<file path="src/rtl/gpc_pkg.sv">
package gpc_pkg;
   // Minimum synchroniser depth accepted by the block
   localparam int unsigned GPC_MIN_SYNC = 2;

   // How a window that wrapped the counter is reported
   typedef enum logic {
      WRAP_REPORT_ONES = 1'b0,
      WRAP_REPORT_RAW  = 1'b1
   } wrap_mode_e;
endpackage

</file>
<file path="src/rtl/gpc_sync.sv">
module gpc_sync #(
   parameter int unsigned STAGES = 2
) (
   input  logic clk,
   input  logic rst_n,
   input  logic async_i,
   output logic lvl_o
);
   import gpc_pkg::*;

   if (STAGES < GPC_MIN_SYNC) begin : g_bad_depth
      $error("gpc_sync: STAGES below minimum");
   end

   logic [STAGES-1:0] chain_q;

   always_ff @(posedge clk) begin
      if (!rst_n) chain_q <= '0;
      else        chain_q <= {chain_q[STAGES-2:0], async_i};
   end

   assign lvl_o = chain_q[STAGES-1];
endmodule

</file>
<file path="src/rtl/gpc_fall_det.sv">
module gpc_fall_det (
   input  logic clk,
   input  logic rst_n,
   input  logic lvl_i,
   output logic fall_o
);
   logic prev_q;

   always_ff @(posedge clk) begin
      if (!rst_n) prev_q <= 1'b0;
      else        prev_q <= lvl_i;
   end

   assign fall_o = prev_q & ~lvl_i;

   // a detected edge lasts one cycle, so one input edge counts once
   p_fall_single_r1: assert property (@(posedge clk) disable iff (!rst_n)
      fall_o |=> !fall_o);
endmodule

</file>
<file path="src/rtl/gpc_window_count.sv">
module gpc_window_count #(
   parameter int unsigned CNT_W = 16
) (
   input  logic             clk,
   input  logic             rst_n,
   input  logic             inc_i,
   input  logic             clr_i,
   output logic [CNT_W-1:0] count_o,
   output logic [CNT_W-1:0] count_next_o,
   output logic             wrap_any_o
);
   localparam logic [CNT_W-1:0] CNT_MAX = {CNT_W{1'b1}};

   if (CNT_W < 2) begin : g_bad_width
      $error("gpc_window_count: CNT_W too small");
   end

   logic [CNT_W-1:0] count_q;
   logic             wrapped_q;
   logic             wrap_now;

   assign wrap_now     = inc_i & (count_q == CNT_MAX);
   assign count_next_o = count_q + {{(CNT_W-1){1'b0}}, inc_i};
   assign wrap_any_o   = wrapped_q | wrap_now;
   assign count_o      = count_q;

   always_ff @(posedge clk) begin
      if (!rst_n) begin
         count_q   <= '0;
         wrapped_q <= 1'b0;
      end else if (clr_i) begin
         count_q   <= '0;
         wrapped_q <= 1'b0;
      end else begin
         count_q   <= count_next_o;
         wrapped_q <= wrapped_q | wrap_now;
      end
   end

   // no increment and no clear means the count holds
   p_hold_r2: assert property (@(posedge clk) disable iff (!rst_n)
      (!inc_i && !clr_i) |=> $stable(count_q));
   // a capture restarts the window from zero
   p_restart_r5: assert property (@(posedge clk) disable iff (!rst_n)
      clr_i |=> (count_q == '0) && !wrapped_q);
endmodule

</file>
<file path="src/rtl/gpc_result_latch.sv">
module gpc_result_latch
   import gpc_pkg::*;
#(
   parameter int unsigned CNT_W     = 16,
   parameter wrap_mode_e  WRAP_MODE = WRAP_REPORT_ONES
) (
   input  logic             clk,
   input  logic             rst_n,
   input  logic             cap_i,
   input  logic             ack_i,
   input  logic [CNT_W-1:0] total_i,
   input  logic             wrap_i,
   output logic [CNT_W-1:0] result_o,
   output logic             irq_o,
   output logic             ovf_o
);
   logic [CNT_W-1:0] report;

   if (WRAP_MODE == WRAP_REPORT_ONES) begin : g_sat
      assign report = wrap_i ? {CNT_W{1'b1}} : total_i;

      // a flagged window always reads as all ones
      p_ovf_ones_r4: assert property (@(posedge clk) disable iff (!rst_n)
         ovf_o |-> (result_o == {CNT_W{1'b1}}));
   end else begin : g_raw
      assign report = total_i;
   end

   always_ff @(posedge clk) begin
      if (!rst_n) begin
         result_o <= '0;
         irq_o    <= 1'b0;
         ovf_o    <= 1'b0;
      end else if (cap_i) begin
         result_o <= report;
         irq_o    <= 1'b1;
         ovf_o    <= wrap_i;
      end else if (ack_i) begin
         irq_o    <= 1'b0;
         ovf_o    <= 1'b0;
      end
   end

   // the flag is sticky until acknowledged
   p_irq_sticky_r6: assert property (@(posedge clk) disable iff (!rst_n)
      (irq_o && !ack_i) |=> irq_o);
   // acknowledge clears both flags
   p_ack_clears_r6: assert property (@(posedge clk) disable iff (!rst_n)
      (irq_o && ack_i) |=> (!irq_o && !ovf_o));
   // a pending result is never overwritten
   p_result_frozen_r7: assert property (@(posedge clk) disable iff (!rst_n)
      irq_o |=> $stable(result_o));
   // reset leaves everything clear
   p_reset_clear_r9: assert property (@(posedge clk)
      !rst_n |=> (!irq_o && !ovf_o && result_o == '0));
endmodule

</file>
<file path="src/rtl/gated_pulse_counter.sv">
module gated_pulse_counter
   import gpc_pkg::*;
#(
   parameter int unsigned CNT_W       = 16,
   parameter int unsigned SYNC_STAGES = 2,
   parameter wrap_mode_e  WRAP_MODE   = WRAP_REPORT_ONES
) (
   input  logic             clk,
   input  logic             rst_n,
   input  logic             pulse_i,
   input  logic             gate_i,
   input  logic             run_en_i,
   input  logic             ack_i,
   output logic [CNT_W-1:0] result_o,
   output logic             irq_o,
   output logic             ovf_o
);
   localparam int unsigned N_IN  = 2;
   localparam int unsigned IDX_P = 0;
   localparam int unsigned IDX_G = 1;

   logic [N_IN-1:0] raw_in;
   logic [N_IN-1:0] lvl;
   logic [N_IN-1:0] fall;

   assign raw_in[IDX_P] = pulse_i;
   assign raw_in[IDX_G] = gate_i;

   for (genvar i = 0; i < N_IN; i++) begin : g_in
      gpc_sync #(.STAGES(SYNC_STAGES)) u_sync (
         .clk    (clk),
         .rst_n  (rst_n),
         .async_i(raw_in[i]),
         .lvl_o  (lvl[i])
      );
      gpc_fall_det u_fall (
         .clk   (clk),
         .rst_n (rst_n),
         .lvl_i (lvl[i]),
         .fall_o(fall[i])
      );
   end

   logic             armed;
   logic             in_window;
   logic             inc;
   logic             cap;
   logic [CNT_W-1:0] count;
   logic [CNT_W-1:0] total;
   logic             wrap_any;

   // The closing cycle still belongs to the window, so a coincident pulse edge counts
   assign armed     = run_en_i & ~irq_o;
   assign in_window = lvl[IDX_G] | fall[IDX_G];
   assign inc       = armed & in_window & fall[IDX_P];
   assign cap       = armed & fall[IDX_G];

   gpc_window_count #(.CNT_W(CNT_W)) u_count (
      .clk         (clk),
      .rst_n       (rst_n),
      .inc_i       (inc),
      .clr_i       (cap),
      .count_o     (count),
      .count_next_o(total),
      .wrap_any_o  (wrap_any)
   );

   gpc_result_latch #(.CNT_W(CNT_W), .WRAP_MODE(WRAP_MODE)) u_latch (
      .clk     (clk),
      .rst_n   (rst_n),
      .cap_i   (cap),
      .ack_i   (ack_i),
      .total_i (total),
      .wrap_i  (wrap_any),
      .result_o(result_o),
      .irq_o   (irq_o),
      .ovf_o   (ovf_o)
   );

   // nothing is counted while a result waits to be read
   p_no_count_pending_r7: assert property (@(posedge clk) disable iff (!rst_n)
      irq_o |=> $stable(count));
   // with the run enable off the count holds
   p_run_off_hold_r2: assert property (@(posedge clk) disable iff (!rst_n)
      (!run_en_i && !ack_i) |=> $stable(count));
   // a capture happens only on a closing gate
   p_cap_on_gate_r3: assert property (@(posedge clk) disable iff (!rst_n)
      $rose(irq_o) |-> $past(fall[IDX_G]));
endmodule

</file>
<file path="config.mk">
export PLATFORM = sky130hd
export DESIGN_NAME = gated_pulse_counter
export DESIGN_NICKNAME = d
export VERILOG_FILES = /design/src/rtl/gpc_pkg.sv /design/src/rtl/gpc_sync.sv /design/src/rtl/gpc_fall_det.sv /design/src/rtl/gpc_window_count.sv /design/src/rtl/gpc_result_latch.sv /design/src/rtl/gated_pulse_counter.sv
export SDC_FILE = /design/constraint.sdc
export NUM_CORES = 1
export LEC_CHECK = 0
export ABC_AREA = 0
export BUFFER_PORTS_ARGS = -buffer_cell sky130_fd_sc_hd__buf_2
export CAP_MARGIN = 5
export CORE_UTILIZATION = 59
export CTS_BUF_LIST = sky130_fd_sc_hd__clkbuf_8 sky130_fd_sc_hd__clkbuf_16
export CTS_CLUSTER_SIZE = 14
export DETAILED_ROUTE_END_ITERATION = 7
export PLACE_DENSITY = 0.82
export SYNTH_ARGS = -nofsm -noshare
export SYNTH_HDL_FRONTEND = slang
export SYNTH_SLANG_ARGS = --single-unit
</file>
<file path="constraint.sdc">
create_clock -name clk -period 5.65 [get_ports clk]
set_clock_uncertainty 0.2 [all_clocks]
set_input_delay 0.2825 -clock clk [delete_from_list [all_inputs] [get_ports clk]]
set_output_delay 0.2825 -clock clk [all_outputs]
set_load 0.03 [all_outputs]
</file>
== After elaboration in Yosys (flattened, before gate mapping) ==
Cells that the tools add are included.

* Input port bits: 6
* Logic and storage cells: 30
* Bits in registers: 41
* Output and inout bits: 18

* Equality and inequality tests: 1
* Mux-type cells: 4
* Bitwise logic cells: 13
* Add/subtract/negate cells: 1
* Reductions and logical operators: 2

{| class="wikitable"
|+ Operators with widths
! cell !! count
|-
| $add A16 B1 Y16 || 1
|-
| $eq A16 B16 Y1 const B || 1
|-
| $mux W16 || 1
|-
| $and A1 B1 Y1 || 7
|-
| $not A1 Y1 || 4
|-
| $mux W1 || 3
|-
| $or A1 B1 Y1 || 2
|-
| $reduce_bool A2 Y1 || 1
|-
| $reduce_or A2 Y1 || 1
|}

== Logic depth before layout (Yosys ltp) ==
Gate-level depths: netlist (run 1).

* Word-level depth: 8
* Depth in mapped cells: 8
* Mapped depth without buffers: 8

== By module ==
A second synthesis (run 1) with hierarchy kept.

* Cell total of the unflattened synthesis: 164
* Area, all modules: 1778.0 µm²

{| class="wikitable"
|+ By module, submodules not included
! module !! cells each !! instances !! area an instance (µm²) !! sequential area each (µm²)
|-
| gpc_window_count || 102 || 1 || 910.9 || 340.3
|-
| gpc_result_latch || 45 || 1 || 663.1 || 360.3
|-
| gpc_sync || 4 || 2 || 52.6 || 40.0
|-
| gpc_fall_det || 3 || 2 || 36.3 || 20.0
|-
| gated_pulse_counter || 3 || 1 || 26.3 || 0.0
|}

== Worst setup path after synthesis (run 1) ==
No wires, ideal clock.

* Kind: register to register
* From: register u_latch.irq_o
* To: register u_latch.result_o[14]
* Setup slack: 3.346 ns
* Arrival time: 1.970 ns
* Required time: 5.316 ns
* Library setup time: 0.134 ns
* Period minus slack after synthesis: 2.304 ns
* Stages on the path, launching flop included: 9
* Buffers on the path: 0
* Cell sequence: dfxtp_1 -> nor4bb_1 -> o21a_1 -> ha_1 -> ha_1 -> nand3_1 -> nor4_1 -> xnor2_1 -> a31oi_1

* Cells in the longest elaborated chain, start to end: 7
* Elaborated cells between the ends (all ways): 9
* Those cells by class: add/sub: 1; mux: 1; bitwise: 7

{| class="wikitable"
|+ RTL lines
! what !! RTL line !! RTL
|-
| from (decl) || gpc_result_latch.sv:14 || <nowiki>output logic irq_o,</nowiki>
|-
| from (signal assigned) || gpc_result_latch.sv:32 || <nowiki>irq_o <= 1'b0;</nowiki>
|-
| from (signal assigned) || gpc_result_latch.sv:36 || <nowiki>irq_o <= 1'b1;</nowiki>
|-
| from (signal assigned) || gpc_result_latch.sv:39 || <nowiki>irq_o <= 1'b0;</nowiki>
|-
| $not A1 Y1 (*) || gated_pulse_counter.sv:53 || <nowiki>assign armed = run_en_i & ~irq_o;</nowiki>
|-
| $and A1 B1 Y1 (*) || gated_pulse_counter.sv:53 ||
|-
| parallel branches: the longest is 5 deep, another holds $add A16 B1 Y16 || -- ||
|-
| to (signal assigned) || gpc_result_latch.sv:35 || <nowiki>result_o <= report;</nowiki>
|-
| to (decl) || gpc_result_latch.sv:13 || <nowiki>output logic [CNT_W-1:0] result_o,</nowiki>
|}

Every way passes the cells marked *.
A chain may end at the register's enable or synchronous reset.

== Worst setup path in the final report (run 1) ==
Ends and elaborated chain as after synthesis.

==> results.py, run 1 <==
metrics = {
    "outcome": {
        "status": "completed",
    },
    "logic_synthesis": {
        "synth_edf_count": 0,
        "yosysWarnings": 0,
        "synth-seq-cells": 41,
        "synthArstFlopShare_pct": 0,
        "synth_fp_nets": 180,
        "syn_area_um2": 1610,
        "synth_cell_types": 35,
        "synth-main-ff-cell": "dfxtp_1",
        "syn_inst": 171,
        "ys_seq_area_share_pct": 51.1,
        "synth.avg_cell_area_um2": 9.39,
    },
    "finish": {
        "areaGrowthSynthToFinish_pct": 13.2,
        "final_area_um2": 1820,
        "drive_gt1_share_pct": 17.4,
        "fin_nets": 203,
        "fillers": 192,
        "num_antenna_cells": 0,
        "final_cells": 225,
    },
    "timing": {
        "period_share_pct": 44.0,
        "max_freq_ghz": 0.403,
        "relSlewSlack_pct": 37.5,
        "setup-tns-final_ns": 0,
        "slew_viol_final": 0,
        "final_hold_viol_count": 0,
        "min_period_ns": 2.48,
        "rsz0062_at_grt": "no",
        "hold_ws_ns": 0.0956,
        "worst_pin_slew_ns": 0.935,
        "finalSetupViolCount": 0,
    },
    "clocking": {
        "numCtsBuffers": 5,
        "cts_num_sinks": 41,
        "cts.clk_slew.worst_paths_ns": 0.07,
        "postCtsSetupRepairBufs": 0,
        "cts_root_buf": "clkbuf_8",
        "htreeDepth": 2,
        "cts_buffer_depth": 2,
        "cts_tree": "done",
        "clk_latency_ns": 0.29,
        "cts_resized": 0,
    },
    "floorplan": {
        "core_um2": 2520,
        "io_pins": 24,
        "initial_core_util_pct": 63.6,
        "die_w_um": 54.2,
        "die_area_um2": 2930,
        "rows": 18,
        "fp.dieH_um": 54.2,
    },
    "power": {
        "totalPowerFinal_uw": 494,
        "p_int_uw": 384,
        "pwr-share-clk_pct": 36.3,
        "p_switching_uw": 110,
        "p_sw_share_pct": 22.3,
        "seqPwrFrac_pct": 59.7,
        "power.density_nw_per_um2": 272,
        "vdd_drop_max_mv": 0.317,
        "combPwrFrac_pct": 4.0,
        "p_leak_uw": 0.000696,
    },
    "critical_path": {
        "cpPeakStageDelay_ns": 0.34,
        "r2r_slack_ns": 3.17,
        "cp_num_buf_inv": 0,
        "arrival_ns": 2.41,
        "cp-start-kind": "flop",
        "crit_fanout": 5,
        "cp.required_ns": 5.58,
        "cp_cell_sequence": "nor4bb_1, o21a_1, ha_1, ha_1, nand3_1, nor4_1, xnor2_1, a31oi_1",
        "critical_path.top_delay_family": "simple AND/OR/NAND/NOR gates",
        "critical_path_class": "flop to flop",
        "critPathSlowestCell": "dfxtp_1",
        "end_kind": "flop",
        "crit_path_frequent_cell": "ha_1",
    },
    "place": {
        "portBuffers": 23,
        "placed_area_um2": 1720,
        "place.gp.congestion": 0.879,
        "dp_hpwl_um": 2260,
        "dpl.cell_count": 215,
    },
    "detailed_routing": {
        "route.detailed.drc": 0,
        "vias": 1339,
        "first_iter_violations": 49,
        "avgViaCountPerCell": 5.95,
        "wirelength_um": 3530,
        "wl_per_cell_um": 15.7,
        "drtPass1Iterations": 5,
        "ant_nets": 0,
    },
    "flow_run": {
        "maxCapViolations": 0,
    },
    "global_route": {
        "globalRouteOverflowTotal": 0,
        "grt_pass1_vias": 1233,
        "grtUsageTotal_pct": 27.3,
        "antenna_found_initial": 0,
        "grt_pass1_wl_um": 5550,
        "grt_max_degree": 34,
    },
    "min_path": {
        "holdCritPathClass": "primary input to flop",
    },
}
worst register-to-register path: stages, from the launching register on:
cell and delay [ns]:
dfxtp_1 0.34, nor4bb_1 0.28, o21a_1 0.23, ha_1 0.24, ha_1 0.24, nand3_1 0.20
nor4_1 0.29, xnor2_1 0.20, a31oi_1 0.11
path summary, 6_finish.rpt:
kind                            cells past startpoint                   endpoint                      start
worst max-delay path                                8       u_latch.result_o[14]              u_latch.irq_o
worst min-delay path                                3              u_latch.irq_o                      ack_i
worst max register to register                      8       u_latch.result_o[14]              u_latch.irq_o
worst min register to register                      1  g_in[1].u_sync.chain_q[1]  g_in[1].u_sync.chain_q[0]
sequential cells by signal, indices dropped and copies added (netlist names):
register,cells
g_in.u_fall.prev_q,2
g_in.u_sync.chain_q,4
u_count.count_o,16
u_count.wrapped_q,1
u_latch.irq_o,1
u_latch.ovf_o,1
u_latch.result_o,16
cell type report:
cell class              count  area, um2  area share (%)
well taps                  30       37.5            2.06
multi-input cells         116        723            39.8
flip-flops and latches     41        821            45.1
repair buffers             25        135            7.43
clock buffers               5       68.8            3.79
clock inverters             3       13.8           0.757
inverters                   5       18.8            1.03
kinds of logic after synthesis:
family	count (synthesis)	share of synthesized area (%)
AOI/OAI and AO/OA	41	15.7
xor gates and xnor gates	11	6.00
adders and majority gates	3	2.34
buffers and inverters	14	3.82
DFF	41	51.1
and+or+nand+nor	61	21.0
what timing repair did:
| item | CTS | global route |
|---|---|---|
| endpoints found under the hold margin | 2 | 0 |
| hold buffers | 2 | 0 |
| setup endpoints to repair | 0 | 0 |
cell usage after synthesis, types with 2 or more instances:
master    instances  share of area (%)
inv_1             5                1.2
nand3_1           6                1.9
nor2_1           18                4.2
a21oi_1           2               0.62
a31oi_1          14                5.5
and4_1            2                1.1
ha_1              3                2.3
and2_1            6                2.3
nand2_1           8                1.9
o21ai_0          16                5.0
nand4_1           7                2.7
nor4_1            3                1.2
nor3_1            2               0.62
a21boi_0          2               0.94
clkbuf_1          7                1.6
xor2_1            3                1.6
a41oi_1           2                1.1
dfxtp_1          41                 51
xnor2_1           8                4.4
metal layers:
layer  vias to the layer above  routed length (um)  GRT usage, %  share of wire (%)
met2                        60                1700          43.3                 48
met1                       611                1530          32.9                 43
met4                         0                  38          13.2                1.1
met3                         6                 257          9.04                7.3
li1                        662                   -             -                  -
met5                         -                   0             0                  0
metrics by stage:
stage / utilization [%] / setup slack [ns]
finish: 72.1 / 3.17
global route: 72.1 / 2.93
global placement: 68.0 / 3.31
CTS: 72.1 / 3.20
detailed placement: 68.0 / 3.23
floorplan: - / 3.35
cells in the final DEF, fill, tap and decap left out, types with 3 or more instances in the layout:
master    count
and2_1        6
xnor2_1       8
xor2_1        3
buf_2        23
nor4_1        3
o21ai_0      16
a31oi_1      14
nand4_1       7
inv_1         6
nand3_1       6
ha_1          3
nand2_1       8
dfxtp_1      41
clkbuf_8      5
nor2_1       18
power by group through the flow:
| stage | sequential, uW | clock [uW] | combinational (uW) |
|---|---|---|---|
| floorplan | 306 | 0 | 8.57 |
| global placement | 301 | 0 | 18.4 |
| detailed placement | 302 | 0 | 18.7 |
| CTS | 295 | 181 | 19.8 |
| global route | 295 | 189 | 21.8 |
| finish | 295 | 179 | 19.9 |
(Power assumes the default switching activity.)
==> inputs of run 2 (changes only) <==
--- a/config.mk
+++ b/config.mk
@@ -8,11 +8,11 @@
 export ABC_AREA = 0
 export BUFFER_PORTS_ARGS = -buffer_cell sky130_fd_sc_hd__buf_2
 export CAP_MARGIN = 5
-export CORE_UTILIZATION = 59
+export CORE_UTILIZATION = 55
 export CTS_BUF_LIST = sky130_fd_sc_hd__clkbuf_8 sky130_fd_sc_hd__clkbuf_16
 export CTS_CLUSTER_SIZE = 14
 export DETAILED_ROUTE_END_ITERATION = 7
-export PLACE_DENSITY = 0.82
+export PLACE_DENSITY = 0.77
 export SYNTH_ARGS = -nofsm -noshare
 export SYNTH_HDL_FRONTEND = slang
 export SYNTH_SLANG_ARGS = --single-unit
==> constraint.sdc (replaced) <==
create_clock -name clk -period 2.6 [get_ports clk]
set_clock_uncertainty 0.2 [all_clocks]
set_input_delay 0.13 -clock clk [delete_from_list [all_inputs] [get_ports clk]]
set_output_delay 0.13 -clock clk [all_outputs]
set_load 0.03 [all_outputs]
==> run 2 against run 1 <==
  * Register-to-register slack worse by 3.0 ns
  * Critical path depth did not move
  * Global-route usage is 3.8 points lower
  * Via count is 2.0% higher
  * Non-clock buffer count is 1 higher
  * First-iteration DRC count is 57% higher
  * Count of clock-buffer cells in the layout unchanged
  * Power rose by 120%
  * Critical path type unchanged
  * Critical endpoint unchanged
  * Largest cell class unchanged
  * Largest power group unchanged
==> results.py, run 2 (synthesized netlist as in run 1, its figures left out) <==
metrics = {
    "outcome": {
        "status": "completed",
    },
    "clocking": {
        "cts_num_sinks": 41,
        "numCtsBuffers": 5,
        "cts.clk_slew.worst_paths_ns": 0.07,
        "cts_buffer_depth": 2,
        "clk_latency_ns": 0.28,
        "htreeDepth": 2,
        "cts_root_buf": "clkbuf_8",
        "cts_tree": "done",
    },
    "timing": {
        "max_freq_ghz": 0.415,
        "final_hold_viol_count": 0,
        "rsz0062_at_grt": "no",
        "hold_ws_ns": 0.0491,
        "min_period_ns": 2.41,
        "finalSetupViolCount": 0,
        "setup-tns-final_ns": 0,
        "period_share_pct": 92.6,
        "worst_pin_slew_ns": 0.887,
        "relSlewSlack_pct": 40.7,
        "slew_viol_final": 0,
    },
    "finish": {
        "final_cell_mix": "dfxtp_1, buf_2, nor2_1",
        "drive_gt1_share_pct": 18.4,
        "final_common_cell": "dfxtp_1",
        "areaGrowthSynthToFinish_pct": 15.3,
        "fin_nets": 204,
        "final_cells": 227,
        "fillers": 227,
        "num_antenna_cells": 0,
    },
    "critical_path": {
        "cp.required_ns": 2.52,
        "cp_cell_sequence": "nor4bb_1, o21a_1, ha_1, ha_1, nand3_2, nor4_2, xnor2_1, a31oi_1",
        "critical_path_class": "flop to flop",
        "critPathSlowestCell": "dfxtp_1",
        "end_kind": "flop",
        "crit_fanout": 5,
        "cp_num_buf_inv": 0,
        "cpPeakStageDelay_ns": 0.35,
        "cp-start-kind": "flop",
        "arrival_ns": 2.33,
        "crit_path_frequent_cell": "ha_1",
        "critical_path.top_delay_family": "simple AND/OR/NAND/NOR gates",
    },
    "power": {
        "p_leak_uw": 0.000703,
        "vdd_drop_max_mv": 0.489,
        "totalPowerFinal_uw": 1060,
        "power.density_nw_per_um2": 574,
    },
    "floorplan": {
        "fp.dieH_um": 56.0,
        "die_area_um2": 3140,
        "rows": 19,
        "io_pins": 24,
        "core_um2": 2760,
        "initial_core_util_pct": 58.2,
        "die_w_um": 56.0,
    },
    "detailed_routing": {
        "first_iter_violations": 77,
        "avgViaCountPerCell": 6.02,
        "ant_nets": 0,
        "vias": 1366,
        "route.detailed.drc": 0,
        "wl_per_cell_um": 15.7,
        "drtPass1Iterations": 4,
        "wirelength_um": 3570,
    },
    "flow_run": {
        "maxCapViolations": 0,
    },
    "global_route": {
        "grt_pass1_vias": 1297,
        "grtUsageTotal_pct": 23.5,
        "gr-usage-met3_pct": 5.12,
        "grt_max_degree": 34,
        "grt_pass1_wl_um": 5910,
        "grt-busiest-layer": "met2",
        "grtUsageMet2_pct": 38.9,
        "globalRouteOverflowTotal": 0,
        "use_met1_pct": 30.5,
        "antenna_found_initial": 0,
    },
    "place": {
        "dpl.cell_count": 216,
        "place.gp.congestion": 0.843,
        "portBuffers": 23,
        "dp_hpwl_um": 2330,
    },
    "min_path": {
        "holdCritPathClass": "primary input to flop",
    },
}
[run 2: metal layers]
metal | vias up | share of wire [%]
met5 | - | 0
met4 | 0 | 1.4
met3 | 6 | 6.4
met2 | 55 | 46
met1 | 644 | 46
li1 | 661 | -
[run 2: what timing repair did]
| item | 4_1_cts | 5_1_grt |
|---|---|---|
| endpoints found under the setup margin | 0 | 5 |
| setup buffers | 0 | 0 |
| hold endpoints to repair | 4 | 0 |
| gates resized for setup | 0 | 4 |
| hold buffers | 3 | 0 |
[run 2: final timing paths]
kind,from,end,slack [ns],depth (start not counted)
setup / recovery,u_latch.irq_o,u_latch.result_o[14],0.19,8
hold / removal,run_en_i,u_latch.irq_o,0.05,3
setup reg to reg,u_latch.irq_o,u_latch.result_o[14],0.19,8
hold reg to reg,g_in[1].u_sync.chain_q[0],g_in[1].u_sync.chain_q[1],0.24,1
[run 2: worst register-to-register path: cells and delay by family, from the launching register on]
| family | cells | cell delay, ns |
|---|---|---|
| AO/OA/AOI/OAI | 2 | 0.33 |
| adder cells (fa/ha/maj) | 2 | 0.49 |
| XOR/XNOR | 1 | 0.18 |
| AND/OR/NAND/NOR | 3 | 0.70 |
| flip-flops | 1 | 0.35 |
[run 2: power by group]
group | internal, uW | switching [uW]
combinational | 16.0 | 29.0
clock | 179 | 198
sequential | 636 | 3.92
total | 831 | 231
[run 2: area by class of cell]
type	instances	area [um2]	share of cell area, %
well taps	31	38.8	2.10
clock inverters	3	11.3	0.609
flip-flops and latches	41	821	44.4
inverters	5	18.8	1.01
multi-input cells	116	747	40.4
clock buffers	5	68.8	3.72
repair buffers	26	145	7.84
[run 2: stage by stage]
stage / setup slack (ns) / utilization [%] / instance area, um2
3_3_place_gp: 0.248 / 62.3 / 1720
3_5_place_dp: 0.118 / 62.3 / 1720
6_report: 0.192 / 67.1 / 1850
4_1_cts: 0.0966 / 66.2 / 1830
5_1_grt: 0.0362 / 67.1 / 1850
2_1_floorplan: 0.296 / - / 1610
